## src/rtl/pgpio_pkg.sv

```systemverilog
package pgpio_pkg;
  // Offset of a word inside one set's triplet
  typedef enum logic [1:0] {
    FLD_EN  = 2'd0,
    FLD_DIR = 2'd1,
    FLD_DAT = 2'd2
  } pgpio_fld_e;

  localparam int FLDS_PER_SET = 3;

  // Number of pads that set s actually carries
  function automatic int pads_in_set(int num_pins, int set_w, int s);
    int rest;
    rest = num_pins - s * set_w;
    return (rest >= set_w) ? set_w : rest;
  endfunction
endpackage

```

## src/rtl/pgpio_set.sv

```systemverilog
module pgpio_set #(
  parameter int SET_W = 16,
  parameter int PINS  = 16
) (
  input  logic             clk,
  input  logic             rst_n,
  input  logic             seed,
  input  logic             bus_mode,
  input  logic             wr_en,
  input  logic             wr_dir,
  input  logic             wr_dat,
  input  logic [SET_W-1:0] wdata,
  input  logic [SET_W-1:0] pin_in,
  output logic [SET_W-1:0] en_q,
  output logic [SET_W-1:0] dir_q,
  output logic [SET_W-1:0] dat_q
);
  // Bits at or above PINS are plain storage with no pad behind them
  localparam logic [SET_W-1:0] PIN_MASK = {SET_W{1'b1}} >> (SET_W - PINS);

  logic [SET_W-1:0] en_d, dir_d, dat_d, cap;

  always_comb begin
    cap   = PIN_MASK & ({SET_W{seed}} |
                        ({SET_W{~bus_mode}} & ~(en_q & dir_q)));
    en_d  = wr_en  ? wdata : en_q;
    dir_d = wr_dir ? wdata : dir_q;
    dat_d = wr_dat ? wdata : dat_q;
    // a captured pad level overrides a write in the same cycle
    dat_d = (dat_d & ~cap) | (pin_in & cap);
  end

  always_ff @(posedge clk or negedge rst_n) begin
    if (!rst_n) begin
      en_q  <= '0;
      dir_q <= '0;
      dat_q <= '0;
    end else begin
      en_q  <= en_d;
      dir_q <= dir_d;
      dat_q <= dat_d;
    end
  end
endmodule

```

## src/rtl/pgpio_pad_mux.sv

```systemverilog
module pgpio_pad_mux #(
  parameter int NUM_PINS = 46
) (
  input  logic                bus_mode,
  input  logic [NUM_PINS-1:0] gpio_drv,
  input  logic [NUM_PINS-1:0] gpio_val,
  input  logic [NUM_PINS-1:0] bus_oe,
  input  logic [NUM_PINS-1:0] bus_out,
  output logic [NUM_PINS-1:0] pad_oe,
  output logic [NUM_PINS-1:0] pad_out
);
  for (genvar i = 0; i < NUM_PINS; i++) begin : g_pad
    assign pad_oe[i]  = bus_mode ? bus_oe[i]  : gpio_drv[i];
    assign pad_out[i] = bus_mode ? bus_out[i] : gpio_val[i];
  end
endmodule

```

## src/rtl/pgpio_bank.sv

```systemverilog
module pgpio_bank #(
  parameter int NUM_PINS = 46,
  parameter int SET_W    = 16,
  localparam int NUM_SETS = (NUM_PINS + SET_W - 1) / SET_W,
  localparam int NUM_REGS = pgpio_pkg::FLDS_PER_SET * NUM_SETS,
  localparam int AW       = $clog2(NUM_REGS + 1)
) (
  input  logic                clk,
  input  logic                rst_n,
  input  logic                port_mode,
  input  logic                reg_wr,
  input  logic [AW-1:0]       reg_addr,
  input  logic [SET_W-1:0]    reg_wdata,
  output logic [SET_W-1:0]    reg_rdata,
  input  logic [NUM_PINS-1:0] bus_oe,
  input  logic [NUM_PINS-1:0] bus_out,
  input  logic [NUM_PINS-1:0] pad_in,
  output logic [NUM_PINS-1:0] pad_oe,
  output logic [NUM_PINS-1:0] pad_out,
  output logic                cfg_mismatch
);
  import pgpio_pkg::*;

  localparam int PADDED = NUM_SETS * SET_W;

  logic              seed_q, seed_d;
  logic              mis_q, mis_d;
  logic [PADDED-1:0] pin_pad, en_w, dir_w, dat_w;
  logic [NUM_PINS-1:0] en_all, dir_all, dat_all, drv_all;

  always_comb begin
    pin_pad = '0;
    pin_pad[NUM_PINS-1:0] = pad_in;
  end

  for (genvar s = 0; s < NUM_SETS; s++) begin : g_set
    localparam int BASE = FLDS_PER_SET * s;
    logic sel_en, sel_dir, sel_dat;
    assign sel_en  = reg_wr && (reg_addr == AW'(BASE + int'(FLD_EN)));
    assign sel_dir = reg_wr && (reg_addr == AW'(BASE + int'(FLD_DIR)));
    assign sel_dat = reg_wr && (reg_addr == AW'(BASE + int'(FLD_DAT)));

    pgpio_set #(
      .SET_W(SET_W),
      .PINS (pads_in_set(NUM_PINS, SET_W, s))
    ) set_i (
      .clk     (clk),
      .rst_n   (rst_n),
      .seed    (seed_q),
      .bus_mode(port_mode),
      .wr_en   (sel_en),
      .wr_dir  (sel_dir),
      .wr_dat  (sel_dat),
      .wdata   (reg_wdata),
      .pin_in  (pin_pad[s*SET_W +: SET_W]),
      .en_q    (en_w[s*SET_W +: SET_W]),
      .dir_q   (dir_w[s*SET_W +: SET_W]),
      .dat_q   (dat_w[s*SET_W +: SET_W])
    );
  end

  // Read mux: unmatched offsets return zero
  always_comb begin
    reg_rdata = '0;
    for (int s = 0; s < NUM_SETS; s++) begin
      if (reg_addr == AW'(FLDS_PER_SET * s + int'(FLD_EN)))
        reg_rdata = en_w[s*SET_W +: SET_W];
      if (reg_addr == AW'(FLDS_PER_SET * s + int'(FLD_DIR)))
        reg_rdata = dir_w[s*SET_W +: SET_W];
      if (reg_addr == AW'(FLDS_PER_SET * s + int'(FLD_DAT)))
        reg_rdata = dat_w[s*SET_W +: SET_W];
    end
  end

  assign en_all  = en_w[NUM_PINS-1:0];
  assign dir_all = dir_w[NUM_PINS-1:0];
  assign dat_all = dat_w[NUM_PINS-1:0];
  assign drv_all = en_all & dir_all;

  always_comb begin
    seed_d = 1'b0;
    mis_d  = mis_q | (|(en_all ^ dir_all));
  end

  always_ff @(posedge clk or negedge rst_n) begin
    if (!rst_n) begin
      seed_q <= 1'b1;
      mis_q  <= 1'b0;
    end else begin
      seed_q <= seed_d;
      mis_q  <= mis_d;
    end
  end

  assign cfg_mismatch = mis_q;

  pgpio_pad_mux #(.NUM_PINS(NUM_PINS)) mux_i (
    .bus_mode(port_mode),
    .gpio_drv(drv_all),
    .gpio_val(dat_all),
    .bus_oe  (bus_oe),
    .bus_out (bus_out),
    .pad_oe  (pad_oe),
    .pad_out (pad_out)
  );
endmodule

```

## config.mk

```make
export PLATFORM = sky130hd
export DESIGN_NAME = pgpio_bank
export DESIGN_NICKNAME = d
export VERILOG_FILES = /design/src/rtl/pgpio_pkg.sv /design/src/rtl/pgpio_set.sv /design/src/rtl/pgpio_pad_mux.sv /design/src/rtl/pgpio_bank.sv
export SDC_FILE = /design/constraint.sdc
export NUM_CORES = 1
export LEC_CHECK = 0
export ABC_AREA = 1
export BUFFER_PORTS_ARGS = -buffer_cell sky130_fd_sc_hd__buf_2
export CORE_UTILIZATION = 45
export CTS_CLUSTER_SIZE = 40
export DETAILED_ROUTE_END_ITERATION = 16
export HOLD_SLACK_MARGIN = 0.02
export PLACE_DENSITY = 0.71
export SLEW_MARGIN = 20
export SYNTH_ARGS = -nofsm -noshare
export SYNTH_HDL_FRONTEND = slang
export SYNTH_SLANG_ARGS = --single-unit
```

## constraint.sdc

```tcl
create_clock -name clk -period 5.61 [get_ports clk]
set_input_delay 1.4025 -clock clk [delete_from_list [all_inputs] [get_ports clk]]
set_output_delay 1.4025 -clock clk [all_outputs]
set_load 0.005 [all_outputs]
```

After elaboration in Yosys (flattened, before gate mapping)
Index checks and enable logic that the tools add are counted.

Muxes and demuxes: 104. Eq/ne operators: 8. Reduce and logical (&&, ||, !) cells: 11. Bitwise gates (word level): 28.

Operators by type and width (number): $mux 16 (12); $and 16x16->16 (9); $mux 1 (92); $or 16x16->16 (5); $not 16->16 (4); $and 46x46->46 (1); $reduce_or 46->1 (1); $xor 46x46->46 (1); $and 14x14->14 (3); $eq 4x3->1 const B (4); $not 14->16 (1); $not 14->14 (1); $or 14x14->14 (1); $logic_and 1x1->1 (9); $eq 4x2->1 const B (2); $eq 4x1->1 const B (1); $eq 4x4->1 const B (1); $logic_not 4->1 (1); $not 1->1 (1); $or 1x1->1 (1).

Input port bits: 162. Output and inout bits: 109. Flip-flop bits (word level): 146.

Longest topological paths before layout
Depth in word-level cells: 10. Depth in mapped cells: 10.

Hierarchy
Synthesis repeated with hierarchy kept, for this count alone.

Cell total of the unflattened synthesis: 1389. Area, all modules: 10268.6 sq um.

By module, submodules not included: pgpio_set (g_set[0].set_i ...) (area each 2321.0 sq um, cells each 242, instances 2); pgpio_set (g_set[2].set_i) (area each 2297.2 sq um, cells each 228, instances 1); pgpio_bank (area each 2143.3 sq um, cells each 380, instances 1); pgpio_pad_mux (area each 1186.1 sq um, cells each 297, instances 1).

Worst setup path before layout
OpenSTA, ideal clock, no wires.

Kind: input to output. Start point: input port reg_addr[0]. End point: output port reg_rdata[11]. Stages: 7. Setup slack: 1.866 ns. Arrival time: 2.341 ns. Buffers on the path: 2. Path through: buf_6 -> nor2_8 -> nand3_2 -> inv_1 -> clkbuf_1 -> nand2_1 -> nand2_1.

Word-level cells in the longest chain between the ends: 10. Elaborated cells on any way between the ends: 18. Those cells by class: 8 x eq/ne; 9 x mux; 1 x reduce/logical.

RTL lines: from (decl) (RTL line pgpio_bank.sv:12) `input logic [AW-1:0] reg_addr,`; $logic_not 4->1 (RTL line pgpio_bank.sv:66) `if (reg_addr == AW'(FLDS_PER_SET * s + int'(FLD_EN)))`; $mux 16 (RTL line pgpio_bank.sv:66); $mux 16 (RTL line pgpio_bank.sv:68) `if (reg_addr == AW'(FLDS_PER_SET * s + int'(FLD_DIR)))`; $mux 16 (RTL line pgpio_bank.sv:70) `if (reg_addr == AW'(FLDS_PER_SET * s + int'(FLD_DAT)))`; $mux 16 (RTL line pgpio_bank.sv:66); $mux 16 (RTL line pgpio_bank.sv:68); $mux 16 (RTL line pgpio_bank.sv:70); $mux 16 (RTL line pgpio_bank.sv:66); $mux 16 (RTL line pgpio_bank.sv:68); $mux 16 * (RTL line pgpio_bank.sv:70); to (decl) (RTL line pgpio_bank.sv:14) `output logic [SET_W-1:0] reg_rdata,`.

Mark *: on every way between the ends. The rest lies on a longest branch, timed or not.

Worst setup path in the final report
Start point: input port reg_addr[0]. End point: output port reg_rdata[0].

Same word-level chain as after synthesis.

==> summary.txt <==
Clk sinks - 146
Cells after synthesis - 1291
R2r setup slk - 3.28 ns
Clk_lat worst skew - 0.43 ns
Die width - 145 um
Post-Syn Area per Cell - 7.11 um^2
Layout cells sized above 1 - 22.7%
Fillers - 1945
Initial core utilization - 46.6%
Max_cap viols - 0
Maximum VDD drop - 0.243 mV
Worst-Margin Slew - 1.07 ns
Crit path capture type - primary output
Worst setup SP type - input pin
Post-synthesis instance area - 9180 um^2
DRC - 0
TritonCTS clock tree - built
Pwr Density - 295 nW/um^2
Critical Path AT - 3.05 ns
Worst Hold Class - reg -> reg
Postcts setup bufs - 0
Port buffer count - 270
Fin cells - 1792
Final hold vios - 0
Post-synthesis sequential area ratio - 39.8%
Setup TNS - 0 ns
Yosys reg bits - 146
Largest net degree at the start of global routing - 85
Total grt overflow - 0
CP Max Fanout - 19
Via count - 9497
Netlist cell types - 35
FMAX - 0.224 GHz
Max Slew Vio Count - 0
CP dominant cell by count - nand2_1
Total Power - 3.30 mW
CTS buffer count - 17
Buffers plus inverters on the worst setup path - 3
Max Used Layer - met4
Hpwl dp - 22000 um
Period utilization - 79.4%
RSZ-0062 raised after global routing - false
Worst Setup Path Type - in -> out
Initial DRC Count - 764
Syn nets - 1499
Commonest non-fill, non-tap cell in the layout - nand2_1
Vias in the first global route - 8601
DRT met1 WL - 12700 um
Worst Path Required - 4.21 ns
Reg clk slew, reported paths - 0.06 ns
CTS resizes - 0
CP cell instances - buf_2 -> nand2_1 -> nor2_4 -> inv_2 -> or2_2 -> nand2_1 -> nand2_1 -> buf_2
Ant diodes - 0
Clock buffer depth - 2
Clk pwr share - 35.7%
Met3 routed WL - 1820 um
First drt pass iteration count - 6
Placed insts - 1760
Crit path time final - 4.46 ns
Area of the core - 19700 um^2
Die Span Y - 145 um
Skew final - 0.0122 ns
Rel. slew slack - 28.8%
Root buffer cell - clkbuf_16
Row count - 51
Detail Route met2 WL - 14800 um
Die area - 21000 um^2
Comb pwr share - 22.2%
Nets - 1722
Pint - 2.27 mW
Num ports - 271
WL final - 29900 um
H-tree lvl count - 4
Final setup viols - 0
CP max stage delay - 0.47 ns
Switching Share - 31.3%
Final Wtd Congestion - 0.900
Ys Warns - 0
Antenna Violating Nets Remaining - 0
Status - complete, no violations
Most frequent cells in the layout - 444 x nand2_1, 268 x buf_2, 150 x o21ai_0, 145 x dfrtp_1
P_sw - 1.03 mW
Per-cell routed wire length - 16.7 um
Reg power frac - 42.1%
# hold bufs at CTS - 0
GRT Resource Usage Total - 28.9%
Critical path's top delay family - simple AND/OR/NAND/NOR gates
Vias per inst - 5.30
CP max-delay cell - nor2_4
Initial antenna violation count - 0
Lkg Pwr - 5.92 nW
Area Growth Syn to Fin - 21.9%
First-pass GRT wire length - 45300 um
## per-stage QoR
step,setup WS (ns),util (%),hold WS (ns),instance area (um^2)
CTS,1.17,56.8,0.494,11200
global placement,1.21,53.7,0.463,10600
floorplan,1.87,-,0.448,9180
detailed placement,1.18,53.7,0.479,10600
global route,1.01,56.8,0.515,11200
finish,1.15,56.8,0.492,11200
## worst paths after layout
kind                            depth (start not counted)                startpoint                       end
min in group asynchronous                               1                     rst_n                 async pin
worst max register to register                          5                    seed_q                  register
worst min register to register                          2  g_set[2].set_i.dat_q[15]  g_set[2].set_i.dat_q[15]
worst min-delay path                                    2  g_set[2].set_i.dat_q[15]  g_set[2].set_i.dat_q[15]
worst max-delay path                                    8               reg_addr[0]              reg_rdata[0]
max in group asynchronous                               2                     rst_n    g_set[2].set_i.en_q[4]
## per-layer routing
layer | track usage [%] | vias to the layer above
met5 | 0 | -
met4 | 9.09 | 0
met3 | 4.15 | 50
met2 | 50.0 | 340
met1 | 37.1 | 4433
li1 | - | 4674
## cell type report
type	count	area (um^2)	area share, %
clock buffers	22	474	4.24
clock inverters	10	131	1.17
inverters	97	364	3.25
multi-input cells	974	4820	43.0
flip-flops and latches	146	3650	32.7
well taps	265	332	2.96
repair buffers	278	1420	12.7
## power by group through the flow
| stage | clock [mW] | combinational, mW | sequential, mW |
|---|---|---|---|
| after floorplan | 0 | 0.441 | 1.35 |
| after global placement | 0 | 0.711 | 1.40 |
| after detailed placement | 0 | 0.725 | 1.40 |
| after CTS | 1.18 | 0.733 | 1.39 |
| after global routing | 1.23 | 0.843 | 1.41 |
| final | 1.18 | 0.733 | 1.39 |
## cells in the mapped netlist
cell type,instances,area (um^2)
a21oi_1,61,305
inv_1,89,334
a31oi_1,6,37.5
nor2_1,88,330
o311ai_0,6,52.6
nand2_2,6,37.5
conb_1,1,3.75
nor2_8,1,20.0
buf_4,5,37.5
or2_1,2,12.5
dfstp_2,1,26.3
o311ai_2,5,81.3
nor2_4,4,45.0
buf_2,26,130
nor3_4,1,16.3
dfrtp_1,145,3630
buf_6,3,33.8
o21ai_0,150,751
nand3_1,67,335
nor4_1,11,68.8
buf_1,6,22.5
nand2_1,444,1670
ha_1,46,576
o311ai_1,2,17.5
o21ai_1,27,135
nand3_4,1,17.5
or2_2,5,31.3
or2_0,7,43.8
nand4_1,16,100
nand3_2,2,20.0
clkbuf_1,34,128
nor3_1,1,5.00
inv_2,8,30.0
nor2_2,3,18.8
a22oi_1,11,82.6
## kinds of logic after synthesis
| kind of cell | share of synthesized area (%) |
|---|---|
| and+or+nand+nor | 30.2 |
| DFF | 39.8 |
| other | 0.0408 |
| buffers and inverters | 7.79 |
| AOI/OAI and AO/OA | 15.9 |
| adders and majority gates | 6.27 |
## worst reg2reg max path: cells and delay by family, from the launching register on
| family | cells | cell delay, ns |
|---|---|---|
| simple gates | 2 | 0.14 |
| compound gates | 2 | 0.47 |
| buf+inv | 1 | 0.61 |
| flops | 1 | 0.95 |
No activity file was read; power rests on OpenSTA's default activity.
